--- config.mk ---
export PLATFORM = sky130hd
export DESIGN_NAME = ccd_window_seq
export DESIGN_NICKNAME = d
export VERILOG_FILES = /design/src/rtl/ccdseq_pkg.sv /design/src/rtl/ccdseq_cfg_clip.sv /design/src/rtl/ccdseq_slot.sv /design/src/rtl/ccd_window_seq.sv
export SDC_FILE = /design/constraint.sdc
export NUM_CORES = 1
export LEC_CHECK = 0
export ABC_AREA = 1
export BUFFER_PORTS_ARGS = -buffer_cell sky130_fd_sc_hd__buf_2
export CORE_MARGIN = 2
export CORE_UTILIZATION = 62
export CTS_CLUSTER_SIZE = 28
export DETAILED_ROUTE_END_ITERATION = 8
export PLACE_DENSITY = 0.79
export SLEW_MARGIN = 20
export SYNTH_ARGS = -nofsm -noshare
export SYNTH_HDL_FRONTEND = slang
export SYNTH_SLANG_ARGS = --single-unit
--- constraint.sdc ---
create_clock -name clk -period 4.38 [get_ports clk]
set_clock_uncertainty 0.2 [all_clocks]
set_input_delay 0.219 -clock clk [delete_from_list [all_inputs] [get_ports clk]]
set_output_delay 0.219 -clock clk [all_outputs]
set_load 0.02 [all_outputs]
--- src/rtl/ccdseq_pkg.sv ---
package ccdseq_pkg;

    localparam int XW = 12;
    localparam int YW = 11;
    localparam int BW = 4;

    typedef enum logic [3:0] {
        S_IDLE,
        S_FLUSH,
        S_VSKIP,
        S_VSHIFT,
        S_HSKIP,
        S_HREAD,
        S_HOVER,
        S_VOVER,
        S_DONE
    } seq_state_t;

    typedef struct packed {
        logic [XW-1:0] x0;
        logic [XW-1:0] w;
        logic [XW-1:0] ov;
        logic [XW-1:0] tail;
        logic [YW-1:0] y0;
        logic [YW-1:0] h;
        logic [YW-1:0] ovv;
        logic [BW-1:0] vbin;
        logic [BW-1:0] hbin;
        logic [BW-1:0] dumps;
        logic [1:0]    ports;
        logic          stim;
    } seq_cfg_t;

endpackage

--- src/rtl/ccdseq_cfg_clip.sv ---
module ccdseq_cfg_clip
    import ccdseq_pkg::*;
#(
    parameter int HALF_COLS   = 1024,
    parameter int SENSOR_ROWS = 1024,
    parameter int MAX_HEIGHT  = 512
) (
    input  logic [XW-1:0] req_x0,
    input  logic [XW-1:0] req_w,
    input  logic [YW-1:0] req_y0,
    input  logic [YW-1:0] req_h,
    input  logic [BW-1:0] req_vbin,
    input  logic [BW-1:0] req_hbin,
    input  logic [BW-1:0] req_ovr_h,
    input  logic [BW-1:0] req_ovr_v,
    input  logic [BW-1:0] req_dumps,
    input  logic [1:0]    req_ports,
    input  logic          req_stim,
    output seq_cfg_t      cfg,
    output logic          err
);

    localparam logic [XW:0] HALF_L = (XW+1)'(HALF_COLS);
    localparam logic [YW:0] ROWS_L = (YW+1)'(SENSOR_ROWS);
    localparam logic [YW:0] MAXH_L = (YW+1)'(MAX_HEIGHT);
    localparam logic [XW:0] ONE_X  = (XW+1)'(1);
    localparam logic [YW:0] ONE_Y  = (YW+1)'(1);

    logic [XW:0] x0, w, rem, ovh, ov, tl;
    logic [YW:0] y0, h;

    always_comb begin
        err = 1'b0;
        // column origin must land inside the half-register
        x0 = {1'b0, req_x0};
        if (x0 >= HALF_L) begin
            x0  = HALF_L - ONE_X;
            err = 1'b1;
        end
        w = {1'b0, req_w};
        if (w == '0) begin
            w   = ONE_X;
            err = 1'b1;
        end
        if (x0 + w > HALF_L) begin
            w   = HALF_L - x0;
            err = 1'b1;
        end
        h = {1'b0, req_h};
        if (h == '0) begin
            h   = ONE_Y;
            err = 1'b1;
        end
        if (h > MAXH_L) begin
            h   = MAXH_L;
            err = 1'b1;
        end
        y0 = {1'b0, req_y0};
        if (y0 + h > ROWS_L) begin
            y0  = ROWS_L - h;
            err = 1'b1;
        end
        // split the register tail into overclocked and fast-skipped pixels
        rem = HALF_L - x0 - w;
        ovh = {{(XW+1-BW){1'b0}}, req_ovr_h};
        ov  = (ovh < rem) ? ovh : rem;
        tl  = rem - ov;

        cfg.x0    = x0[XW-1:0];
        cfg.w     = w[XW-1:0];
        cfg.ov    = ov[XW-1:0];
        cfg.tail  = tl[XW-1:0];
        cfg.y0    = y0[YW-1:0];
        cfg.h     = h[YW-1:0];
        cfg.ovv   = {{(YW-BW){1'b0}}, req_ovr_v};
        cfg.vbin  = (req_vbin == '0) ? BW'(1) : req_vbin;
        cfg.hbin  = (req_hbin == '0) ? BW'(1) : req_hbin;
        cfg.dumps = req_dumps;
        cfg.ports = (req_ports == 2'b00) ? 2'b01 : req_ports;
        cfg.stim  = req_stim;
    end

    always_comb begin
        a_r11_clip_in_range: assert (
            ({1'b0, cfg.x0} + {1'b0, cfg.w} <= HALF_L) && (cfg.w != '0)
            && ({1'b0, cfg.h} <= MAXH_L) && (cfg.h != '0)
        );
    end

endmodule

--- src/rtl/ccdseq_slot.sv ---
module ccdseq_slot #(
    parameter int TW = 8
) (
    input  logic          clk,
    input  logic          rst_n,
    input  logic          run,
    input  logic [TW-1:0] len,
    output logic [TW-1:0] cnt,
    output logic          last
);

    assign last = run && (cnt == len - TW'(1));

    always_ff @(posedge clk or negedge rst_n) begin
        if (!rst_n) begin
            cnt <= '0;
        end else if (!run || last) begin
            cnt <= '0;
        end else begin
            cnt <= cnt + TW'(1);
        end
    end

    // a slot never runs past its programmed length
    a_r5_slot_in_len: assert property (@(posedge clk) disable iff (!rst_n)
        run |-> (cnt < len));

endmodule

--- src/rtl/ccd_window_seq.sv ---
module ccd_window_seq
    import ccdseq_pkg::*;
#(
    parameter int HALF_COLS   = 1024,
    parameter int SENSOR_ROWS = 1024,
    parameter int MAX_HEIGHT  = 512,
    parameter int PIX_CYC     = 32,
    parameter int SKIP_CYC    = 16,
    parameter int VSHIFT_CYC  = 192,
    parameter int DUMP_CYC    = 160,
    parameter int SAMPLE_OFS  = 28
) (
    input  logic        clk,
    input  logic        rst_n,
    input  logic        start,
    input  logic [11:0] win_x0,
    input  logic [11:0] win_w,
    input  logic [10:0] win_y0,
    input  logic [10:0] win_h,
    input  logic [3:0]  vbin,
    input  logic [3:0]  hbin,
    input  logic [3:0]  ovr_h,
    input  logic [3:0]  ovr_v,
    input  logic [1:0]  port_sel,
    input  logic [3:0]  dump_cnt,
    input  logic        stim_en,
    output logic        vshift_en,
    output logic [1:0]  hshift_en,
    output logic        flush_gate,
    output logic        node_reset,
    output logic        sample,
    output logic        stim_bit,
    output logic        row_done,
    output logic        frame_done,
    output logic        busy,
    output logic        cfg_err
);

    localparam int TA   = (VSHIFT_CYC > PIX_CYC) ? VSHIFT_CYC : PIX_CYC;
    localparam int TMAX = (TA > DUMP_CYC + 1) ? TA : DUMP_CYC + 1;
    localparam int TW   = $clog2(TMAX + 1);

    seq_state_t    state, nxt;
    seq_cfg_t      cfg_d, cfg_q;
    logic          err_d, err_q;
    logic [TW-1:0] slot_len, slot_cnt;
    logic          slot_run, slot_last;
    logic [XW-1:0] ucnt;
    logic [BW-1:0] bcnt;
    logic [YW-1:0] rdone, vov;
    logic          vphase, post;
    logic [XW-1:0] opix;
    logic          unit_end, grp_end, row_end;
    seq_state_t    after_flush, row_first, row_next, after_read, after_over;

    ccdseq_cfg_clip #(
        .HALF_COLS  (HALF_COLS),
        .SENSOR_ROWS(SENSOR_ROWS),
        .MAX_HEIGHT (MAX_HEIGHT)
    ) u_clip (
        .req_x0   (win_x0),
        .req_w    (win_w),
        .req_y0   (win_y0),
        .req_h    (win_h),
        .req_vbin (vbin),
        .req_hbin (hbin),
        .req_ovr_h(ovr_h),
        .req_ovr_v(ovr_v),
        .req_dumps(dump_cnt),
        .req_ports(port_sel),
        .req_stim (stim_en),
        .cfg      (cfg_d),
        .err      (err_d)
    );

    // slot length per state
    always_comb begin
        slot_run = (state != S_IDLE) && (state != S_DONE);
        unique case (state)
            S_FLUSH:                   slot_len = TW'(DUMP_CYC + 1);
            S_VSKIP, S_VSHIFT, S_VOVER: slot_len = TW'(VSHIFT_CYC);
            S_HSKIP:                   slot_len = TW'(SKIP_CYC);
            S_HREAD, S_HOVER:          slot_len = TW'(PIX_CYC);
            default:                   slot_len = TW'(1);
        endcase
    end

    ccdseq_slot #(.TW(TW)) u_slot (
        .clk  (clk),
        .rst_n(rst_n),
        .run  (slot_run),
        .len  (slot_len),
        .cnt  (slot_cnt),
        .last (slot_last)
    );

    // unit and group boundaries
    always_comb begin
        grp_end = (ucnt[BW-1:0] + BW'(1) == cfg_q.vbin)
               || (rdone + YW'(ucnt) + YW'(1) == cfg_q.h);
        unique case (state)
            S_FLUSH:  unit_end = (ucnt + XW'(1) == XW'(cfg_q.dumps));
            S_VSKIP:  unit_end = (ucnt + XW'(1) == XW'(cfg_q.y0));
            S_VSHIFT: unit_end = grp_end;
            S_HSKIP:  unit_end = (ucnt + XW'(1) == (post ? cfg_q.tail : cfg_q.x0));
            S_HREAD:  unit_end = (ucnt + XW'(1) == cfg_q.w);
            S_HOVER:  unit_end = (ucnt + XW'(1) == cfg_q.ov);
            S_VOVER:  unit_end = 1'b1;
            default:  unit_end = 1'b0;
        endcase
        after_flush = (cfg_q.y0 != '0) ? S_VSKIP : S_VSHIFT;
        row_first   = (cfg_q.x0 != '0) ? S_HSKIP : S_HREAD;
        if (vphase) begin
            row_next = (vov < cfg_q.ovv) ? S_VOVER : S_DONE;
        end else if (rdone < cfg_q.h) begin
            row_next = S_VSHIFT;
        end else begin
            row_next = (cfg_q.ovv != '0) ? S_VOVER : S_DONE;
        end
        after_over = (cfg_q.tail != '0) ? S_HSKIP : row_next;
        after_read = (cfg_q.ov != '0) ? S_HOVER : after_over;
        row_end = slot_last && unit_end && (
                     (state == S_HSKIP && post)
                  || (state == S_HREAD && cfg_q.ov == '0 && cfg_q.tail == '0)
                  || (state == S_HOVER && cfg_q.tail == '0));
    end

    // next-state logic
    always_comb begin
        nxt = state;
        unique case (state)
            S_IDLE: begin
                if (start) begin
                    if (cfg_d.dumps != '0)    nxt = S_FLUSH;
                    else if (cfg_d.y0 != '0)  nxt = S_VSKIP;
                    else                      nxt = S_VSHIFT;
                end
            end
            S_FLUSH:  if (slot_last && unit_end) nxt = after_flush;
            S_VSKIP:  if (slot_last && unit_end) nxt = S_VSHIFT;
            S_VSHIFT: if (slot_last && unit_end) nxt = row_first;
            S_VOVER:  if (slot_last)             nxt = row_first;
            S_HSKIP:  if (slot_last && unit_end) nxt = post ? row_next : S_HREAD;
            S_HREAD:  if (slot_last && unit_end) nxt = after_read;
            S_HOVER:  if (slot_last && unit_end) nxt = after_over;
            S_DONE:                              nxt = S_IDLE;
            default:                             nxt = S_IDLE;
        endcase
    end

    // state register and frame counters
    always_ff @(posedge clk or negedge rst_n) begin
        if (!rst_n) begin
            state  <= S_IDLE;
            cfg_q  <= '0;
            err_q  <= 1'b0;
            ucnt   <= '0;
            bcnt   <= '0;
            rdone  <= '0;
            vov    <= '0;
            vphase <= 1'b0;
            post   <= 1'b0;
            opix   <= '0;
        end else begin
            state <= nxt;
            if (state == S_IDLE && start) begin
                cfg_q  <= cfg_d;
                err_q  <= err_d;
                ucnt   <= '0;
                bcnt   <= '0;
                rdone  <= '0;
                vov    <= '0;
                vphase <= 1'b0;
            end else if (slot_last) begin
                ucnt <= unit_end ? '0 : ucnt + XW'(1);
                if (state == S_VSHIFT && unit_end) rdone <= rdone + YW'(ucnt) + YW'(1);
                if (state == S_VOVER)              vov   <= vov + YW'(1);
                if (nxt == S_VOVER)                vphase <= 1'b1;
                if (nxt == S_HSKIP && state != S_HSKIP)
                    post <= (state == S_HREAD) || (state == S_HOVER);
                if (state == S_HREAD)
                    bcnt <= (bcnt + BW'(1) == cfg_q.hbin || unit_end) ? '0 : bcnt + BW'(1);
            end
            if (state == S_VSHIFT || state == S_VOVER) opix <= '0;
            else if (sample)                           opix <= opix + XW'(1);
        end
    end

    // outputs
    always_comb begin
        vshift_en  = (state == S_VSKIP) || (state == S_VSHIFT) || (state == S_VOVER);
        flush_gate = (state == S_FLUSH && slot_cnt < TW'(DUMP_CYC)) || (state == S_VSKIP);
        hshift_en  = (state == S_HSKIP || state == S_HREAD || state == S_HOVER)
                   ? cfg_q.ports : 2'b00;
        node_reset = (slot_cnt == '0) && ((state == S_HSKIP) || (state == S_HOVER)
                   || (state == S_HREAD && bcnt == '0));
        sample     = (slot_cnt == TW'(SAMPLE_OFS)) && ((state == S_HOVER)
                   || (state == S_HREAD && (bcnt + BW'(1) == cfg_q.hbin
                                            || ucnt + XW'(1) == cfg_q.w)));
        stim_bit   = cfg_q.stim && opix[0] && (state == S_HREAD || state == S_HOVER);
        row_done   = row_end;
        frame_done = (state == S_DONE);
        busy       = (state != S_IDLE);
        cfg_err    = err_q;
    end

    // run length of the dump gate, for the width check
    logic [TW-1:0] dhi;
    always_ff @(posedge clk or negedge rst_n) begin
        if (!rst_n)          dhi <= '0;
        else if (!flush_gate) dhi <= '0;
        else if (dhi != TW'(DUMP_CYC)) dhi <= dhi + TW'(1);
    end

    a_r2_dump_min_width: assert property (@(posedge clk) disable iff (!rst_n)
        $fell(flush_gate) |-> (dhi >= TW'(DUMP_CYC)));

    a_r5_no_vh_overlap: assert property (@(posedge clk) disable iff (!rst_n)
        !(vshift_en && (hshift_en != 2'b00)));

    a_r7_no_reset_at_sample: assert property (@(posedge clk) disable iff (!rst_n)
        sample |-> !node_reset && (hshift_en != 2'b00));

    a_r13_done_then_idle: assert property (@(posedge clk) disable iff (!rst_n)
        frame_done |=> !busy);

    a_r14_err_held: assert property (@(posedge clk) disable iff (!rst_n)
        busy |=> $stable(cfg_err));

endmodule

-- Yosys cells after proc, flatten, opt, wreduce, memory -nomap -nowiden
Cells that the tools add are included.
- word-level logic and storage cells: 193
- register bits: 154
- bits of input ports: 72
- output and inout bits: 11
- equality and inequality tests: 22
- reduce and logical (&&, ||, !) cells: 66
- multiplexer cells: 59
- bitwise gates (word level): 1
- order comparisons: 8
- add/subtract/negate cells: 15
- operators by type and width (operator ; count):
    2-to-1 mux 12 bit ; 9
    2-to-1 mux 11 bit ; 9
    2-to-1 mux 4 bit ; 21
    == test 12 bit ; 3
    logical NOT 12 bit ; 3
    nonzero test 12 bit ; 3
    nonzero test 11 bit ; 3
    case mux 4 bit (8 select lines) ; 1
    case mux 8 bit (4 select lines) ; 1
    adder 12 x 1 -> 12 bit (second input constant) ; 2
    == test 4 x 3 -> 1 bit (second input constant) ; 6
    adder 11 x 1 -> 11 bit (second input constant) ; 2
    logical AND 1 bit ; 18
    logical NOT 4 bit ; 4
    logical OR 1 bit ; 16
    adder 12 x 12 -> 13 bit ; 1
    > comparator 13 x 11 -> 1 bit (second input constant) ; 1
    < comparator 4 x 13 -> 1 bit ; 1
    2-to-1 mux 13 bit ; 1
    subtractor 11 x 12 -> 13 bit (first input constant) ; 1
    subtractor 13 bit ; 1
    adder 11 x 11 -> 12 bit ; 1
    == test 12 x 11 -> 1 bit ; 1
    == test 12 x 4 -> 1 bit ; 1
    36 further kinds ; 61

-- Longest topological paths before layout
Gate-level depths: netlist of run 1.
- depth in word-level cells: 16
- depth in mapped cells: 51
- gate-level depth less buffers: 51

-- Modules after synthesis
From an unflattened synthesis of run 1, not the netlist that was laid out.
- cells, all modules: 2008
- area total of the unflattened synthesis: 13160.1 um^2
- by module, submodules not included (module ; times used ; area an instance (um^2) ; seq. area each (um^2) ; cells an instance):
    ccd_window_seq ; 1 ; 8700.8 ; 3553.4 ; 1227
    ccdseq_cfg_clip ; 1 ; 3803.6 ; 0.0 ; 678
    ccdseq_slot ; 1 ; 655.6 ; 200.2 ; 103

-- Worst setup path after synthesis of run 1
Ideal clock, no wire load.
- path type: in2reg
- from: in win_w[9]
- to: reg cfg_q[58] in the netlist's numbering
- path slack: -2.194 ns
- arrival time: 6.250 ns
- stages: 47
- setup time: 0.124 ns
- required time: 4.056 ns
- path through: nor4_1 nand3_1 inv_1 or2_2 ha_1 inv_1 fa_1 inv_1 nand3_1 nand2_1 nand3_1 nand2_1 nand2_1 nand2_1 nand2_1 nor2_1 nand3_1 o21bai_4 [... 11 more ...] o21ai_0 o21ai_0 inv_1 o21ai_0 a21oi_1 nand3_1 nor2_4 nand3_1 and2_1 ha_1 fa_1 nand3b_1 and2_1 and2_1 nand2_1 nor2_1 a21oi_1 a21boi_1
- RTL lines (what ; line ; source):
    from (decl) ; ccd_window_seq.sv:17 ; input logic [11:0] win_w,
    to (signal assigned) ; ccd_window_seq.sv:167 ; cfg_q <= cfg_d;
    to (decl) ; ccd_window_seq.sv:44 ; seq_cfg_t cfg_d, cfg_q;

==> results.yml, run 1 <==
outcome:
  status: "finished with violations"
  violations: "negative hold slack, negative setup slack"
place:
  portBuffers: 82
  dp_hpwl_um: 25700
  dp.cells: 2111
  globalplace.congestion: 0.952
  dp_slack_ns: -2.22
synthesis:
  yosys.area_share.simple: 0.327
  ys_warn_count: 0
  synth_area_um2: 11400
  yosysSeqAreaShare: 0.313
  async_flop_share: 1.00
  synth_compound_area_frac: 0.130
  yosys.area_share.adder: 0.0843
  ys.flop_type: "dfrtp_1"
  ys_types: 58
  synthMuxAreaShare: 0.000876
  synth_top_family_by_area: "simple AND/OR/NAND/NOR gates"
  avgSynthCellArea_um2: 6.81
  synth_xor_area_frac: 0.0510
  synth-edff-count: 0
  synthCells: 1678
  ys_ff_latch: 143
floorplanning:
  die_area_um2: 19500
  ioPinCount: 83
  rows: 49
  die_x_um: 140
  die_h_um: 140
  initial_utilization: 0.634
  core-area_um2: 18000
power_and_ir_drop:
  power_uw: 4430
  seqPwrFrac: 0.331
  p_leak_uw: 0.00777
  powerDensity_nw_per_um2: 300
  switchingPower_uw: 1460
  pwr-share-comb: 0.327
  p_int_uw: 2970
  clockPowerShare: 0.342
  switching_share: 0.330
  ir_worst_vdd_uv: 411
layout:
  final_layout_size_suffix_gt1_frac: 0.217
  final_util: 0.818
  finalNonFillerCells: 2208
  fill_cells: 1239
  nets: 2113
  syn2layout_area_growth_pct: 29.1
  antenna_cells: 0
global_routing:
  grt_pass1_vias: 12500
  grt_overflow_total: 0
  grt_pass1_wl_um: 59900
  track_usage: 0.377
  antenna_found_initial: 0
  grt_max_degree: 97
critical_path:
  critPathKind: "primary input to register"
  worstSetupStartpointType: "primary input"
  crit_arrival_ns: 6.71
  reg2reg_slack_ns: 0.34
  path_max_fanout: 6
  cpMaxStageDelayCell: "fa_2"
  path_common_cell: "nand2_1"
  r2r_cells: 24
  crit_path_end_kind: "register"
  crit_family: "simple AND/OR/NAND/NOR gates"
  required_ns: 4.54
  max_stage_delay_ns: 0.46
  crit_buf_inv: 9
  cp.depth: 49
min_path:
  min_path_type: "primary input to register"
  hold_depth: 3
timing:
  drv_slew: 0
  hold_violations: 3
  period_minus_slack_ns: 6.55
  timing.hold.ws_ns: -0.0275
  rsz0062_at_grt: "yes"
  relSlewSlack: 0.416
  setup_viol: 16
  tightest_slew_ns: 0.876
  fmax_ghz: 0.153
  setup_slack_ns: -2.17
  period_share: 1.50
clock_network:
  cts.path.max_buffers: 2
  clk_latency_ns: 0.44
  htree_levels: 4
  cts.sinks: 143
  clk_pin_slew_ns: 0.07
  root_buffer: "clkbuf_16"
  cts_tree: "done"
  numCtsBuffers: 17
route:
  wl_per_cell_um: 17.0
  ant_nets: 0
  viasPerCell: 5.84
  drc: 0
  wl_um: 37600
  drtIter0Drc: 1166
  dr_total_vias: 12900
  firstDrtPassIters: 6
flow_run:
  maxCapViolations: 0
-- layout make-up --
cell class	instances	area, µm²	share of cell area
Multi-Input combinational cell	1254	7160	0.485
Sequential cell	143	3580	0.243
Timing Repair Buffer	306	2200	0.149
Inverter	245	922	0.0625
Clock buffer	19	443	0.0300
Tap cell	229	287	0.0194
Clock inverter	12	161	0.0109
-- power groups by stage --
stage                     Sequential (µW)  Clock [µW]  Combinational (µW)
final                                1470        1510                1450
after global routing                 1470        1550                1560
after CTS                            1460        1510                1240
after detailed placement             1480           0                1100
after global placement               1480           0                1080
after floorplan                      1460           0                 654
-- path summary, 6_finish.rpt --
| path | endpoint | start |
|---|---|---|
| worst min-delay path | cfg_q[39] | win_y0[2] |
| max in group asynchronous | cfg_q[92] | rst_n |
| worst max-delay path | cfg_q[58] | win_w[4] |
| worst min register to register | u_slot.cnt[0] | u_slot.cnt[0] |
| worst max register to register | vphase | ucnt[2] |
| min in group asynchronous | rdone[5] | rst_n |
-- Yosys cell counts, drive strengths merged, types with 2 or more instances --
| master | instances | share of area |
|---|---|---|
| nor3b | 3 | 0.0020 |
| a31oi | 3 | 0.0016 |
| a21oi | 63 | 0.028 |
| fa | 5 | 0.0088 |
| o211ai | 5 | 0.0033 |
| nand3b | 4 | 0.0026 |
| a211oi | 4 | 0.0026 |
| or2 | 16 | 0.0088 |
| nor3 | 30 | 0.014 |
| buf | 3 | 0.00099 |
| nor2 | 140 | 0.050 |
| clkbuf | 36 | 0.012 |
| a32o | 3 | 0.0026 |
| ha | 69 | 0.076 |
| clkinv | 2 | 0.00066 |
| o21ai | 131 | 0.057 |
| o21bai | 3 | 0.0030 |
| xnor2 | 26 | 0.020 |
| o221ai | 3 | 0.0023 |
| nand3 | 130 | 0.059 |
| a22o | 2 | 0.0015 |
| and3 | 3 | 0.0016 |
| nand2 | 471 | 0.16 |
| o21a | 3 | 0.0020 |
| xor2 | 38 | 0.029 |
| nor4 | 21 | 0.011 |
| o31ai | 5 | 0.0033 |
| o22ai | 7 | 0.0038 |
| o32ai | 8 | 0.0061 |
| dfrtp | 143 | 0.31 |
| nand4 | 29 | 0.017 |
| o2111ai | 3 | 0.0023 |
| a221oi | 4 | 0.0031 |
| inv | 243 | 0.080 |
| a21o | 4 | 0.0026 |
| and2 | 5 | 0.0027 |
| a21boi | 2 | 0.0013 |
-- through the flow --
stage	TNS (ns)	instance area, µm²	hold slack (ns)
floorplan	-20.17	11600	-0.277
global placement	-24.86	13300	0.160
detailed placement	-27.56	13300	0.157
CTS	-19.82	14600	0.000511
global route	-31.60	14700	0.0156
finish	-26.71	14700	-0.0275
-- cells in the final DEF (no fill, tap or decap), types with 5 or more instances in the layout --
cell	n
dfrtp_1	143
xor2_1	36
dlygate4sd3_1	25
o211ai_1	5
o22ai_1	7
xnor2_1	25
nand2_2	25
nor2_2	6
nor4_1	18
o21ai_2	5
a21oi_1	60
inv_2	12
o31ai_1	5
buf_2	76
nand4_1	27
nor3_1	27
nand3_2	11
inv_1	230
ha_1	61
buf_6	5
buf_4	199
or2_2	11
nor2_4	7
clkbuf_16	17
ha_4	6
nand3_1	118
o32ai_1	8
nand2_1	442
o21ai_1	12
nor2_1	127
o21ai_0	113
-- flip-flops by register name, summed over array words and instances (netlist names) --
register    flops
cfg_q          89
ucnt           12
rdone          11
vov            11
u_slot.cnt      8
bcnt            4
state           4
cfg_err         1
opix            1
post            1
vphase          1
-- metal layers --
layer,share of wire,global-route usage,vias to the layer above
li1,-,-,6069
met1,0.39,0.465,5944
met2,0.48,0.650,717
met3,0.081,0.0674,169
met4,0.047,0.157,0
met5,0,0,-
-- repair_timing --
action / in CTS / in global routing
hold buffers: 25 / 0
setup endpoints to repair: 16 / 18
gates resized for setup: 32 / 28
pin swaps: 38 / 33
gates cloned: 0 / 0
setup buffers: 32 / 9
hold endpoints to repair: 117 / 0
-- worst register-to-register path, delay by kind of cell (launching register included) --
kind / cells / cell delay (ns)
AO/OA/AOI/OAI: 3 / 0.62
adder cells (fa/ha/maj): 1 / 0.44
buffers and inverters: 3 / 0.37
flip-flops: 1 / 0.50
AND/OR/NAND/NOR: 17 / 1.80
-- cells by family (layout without fill, tap and decap cells) --
kind of cell	count (synthesis)	in the layout
compound gates	257	257
xor+xnor	65	65
fa+ha+maj	74	74
buf+inv	284	582
flops	143	143
mux	1	1
other cells	1	4
simple gates	853	853
Power figures use the tool's default switching activity.
==> run 2, diff against run 1 <==
--- a/config.mk
+++ b/config.mk
@@ -7,10 +7,13 @@
 export LEC_CHECK = 0
 export ABC_AREA = 1
 export BUFFER_PORTS_ARGS = -buffer_cell sky130_fd_sc_hd__buf_2
+export CELL_PAD_IN_SITES_DETAIL_PLACEMENT = 0
+export CELL_PAD_IN_SITES_GLOBAL_PLACEMENT = 2
 export CORE_MARGIN = 2
-export CORE_UTILIZATION = 62
+export CORE_UTILIZATION = 35
 export CTS_CLUSTER_SIZE = 28
 export DETAILED_ROUTE_END_ITERATION = 8
+export GPL_TIMING_DRIVEN = 1
 export PLACE_DENSITY = 0.79
 export SLEW_MARGIN = 20
 export SYNTH_ARGS = -nofsm -noshare
==> results.yml, run 2 (synthesis gave the netlist of run 1 again) <==
layout:
  fill_cells: 3406
  layout_common_cells: "nand2_1 (439), inv_1 (231), buf_4 (219)"
  top_register: "cfg_q"
  nets: 2144
  layout_commonest_cell: "nand2_1"
  seq_area_um2: 3580
  largest_reg_flops: 89
  multi_input_comb_area_um2: 7200
  finalNonFillerCells: 2453
  final_util: 0.473
  syn2layout_area_growth_pct: 34.1
  final_layout_size_suffix_gt1_frac: 0.236
  antenna_cells: 0
  top_regs: "cfg_q: 89 flops, ucnt: 12 flops"
floorplanning:
  ioPinCount: 83
  die_h_um: 185
  die_area_um2: 34100
  core-area_um2: 32400
  die_x_um: 185
  initial_utilization: 0.353
  rows: 66
route:
  dr_total_vias: 11800
  ant_nets: 0
  firstDrtPassIters: 5
  drtIter0Drc: 680
  viasPerCell: 4.81
  drc: 0
  wl_um: 37600
  wl_per_cell_um: 15.3
timing:
  drv_slew: 0
  period_share: 1.40
  fmax_ghz: 0.163
  relSlewSlack: 0.384
  setup_slack_ns: -1.77
  period_minus_slack_ns: 6.15
  rsz0062_at_grt: "yes"
  setup_viol: 16
  setup_tns_ns: -22.77
  hold_violations: 0
  tightest_slew_ns: 0.924
power_and_ir_drop:
  power_uw: 4340
  p_leak_uw: 0.00794
  ir_worst_vdd_uv: 300
  powerDensity_nw_per_um2: 284
critical_path:
  endpoint: "cfg_q[57]"
  startpoint: "win_w[1]"
  r2r_cells: 22
  max_stage_delay_ns: 0.41
  cpMaxStageDelayCell: "fa_2"
  crit_path_end_kind: "register"
  reg2reg_slack_ns: 0.49
  critPathKind: "primary input to register"
  path_max_fanout: 5
  crit_arrival_ns: 6.28
  worstReg2RegEnd: "post"
  required_ns: 4.51
  worstSetupStartpointType: "primary input"
  reg2reg_from: "ucnt[0]"
  path_common_cell: "nand2_2"
place:
  dp_slack_ns: -2.25
  dp.cells: 2355
  dp_hpwl_um: 29300
  portBuffers: 82
  globalplace.congestion: 0.871
global_routing:
  grt_overflow_total: 0
  grt_max_degree: 94
  grt_pass1_vias: 11600
  track_usage: 0.227
  antenna_found_initial: 0
  grt_pass1_wl_um: 60700
min_path:
  min_path_type: "primary input to register"
  hold_depth: 5
flow_run:
  maxCapViolations: 0
clock_network:
  numCtsBuffers: 17
  cts.sinks: 143
  root_buffer: "clkbuf_16"
  htree_levels: 4
  clk_pin_slew_ns: 0.06
  clk_latency_ns: 0.44
  cts_tree: "done"
  cts.path.max_buffers: 2
outcome:
  status: "finished with violations"
  violations: "negative setup slack"
## run 2: cell count changes in the layout (fill, tap and decap cells not counted), sizes merged
cell,before,now
clkinvlp,3,2
dlygate4sd3,25,23
clkbuf,19,18
clkinv,6,10
buf,281,314
bufinv,3,2
## run 2: final cells by class
class                   count  share of cell area
multi-input cells        1254               0.470
clock inverters            14             0.00915
well taps                 442              0.0361
inverters                 245              0.0604
clock buffers              18              0.0287
flip-flops and latches    143               0.234
repair buffers            337               0.162
## run 2: worst min-delay path by stage
stage,startpoint,end
2_1_floorplan,rst_n,bcnt[0]
3_3_place_gp,rst_n,u_slot.cnt[0]
3_5_place_dp,rst_n,u_slot.cnt[0]
4_1_cts,win_y0[5],cfg_q[42]
5_1_grt,win_y0[7],cfg_q[44]
6_report,win_y0[5],cfg_q[42]
## run 2: what timing repair did
item,4_1_cts,5_1_grt
endpoints found under the hold margin,112,0
gates resized for setup,51,31
buffers inserted,39,5
endpoints found under the setup margin,16,19
pin swaps,43,28
hold buffers,23,0
## run 2: where the power goes
| part | total (µW) | switching, µW | internal [µW] |
|---|---|---|---|
| Sequential | 1460 | 67.4 | 1400 |
| Combinational | 1410 | 716 | 695 |
| Clock | 1470 | 616 | 852 |
## run 2: worst max-delay path: cells and delay by family
| kind | cells | cell delay (ns) |
|---|---|---|
| adders and majority gates | 6 | 1.67 |
| xor gates and xnor gates | 2 | 0.33 |
| buffers and inverters | 10 | 0.78 |
| and+or+nand+nor | 26 | 2.51 |
| AOI/OAI and AO/OA | 7 | 0.76 |
## run 2: metrics by stage
stage	hold slack [ns]	cell area, µm²
global route	0.0291	15300
CTS	0.00228	15200
detailed placement	0.193	13900
finish	0.0102	15300
floorplan	-0.277	11600
global placement	0.196	13900
## run 2: per-layer routing
metal	global-route usage	routed length [µm]	vias to the layer above
met4	0.0590	699	0
li1	-	-	6120
met5	0	0	-
met1	0.306	18000	5485
met3	0.0253	936	44
met2	0.388	18000	161
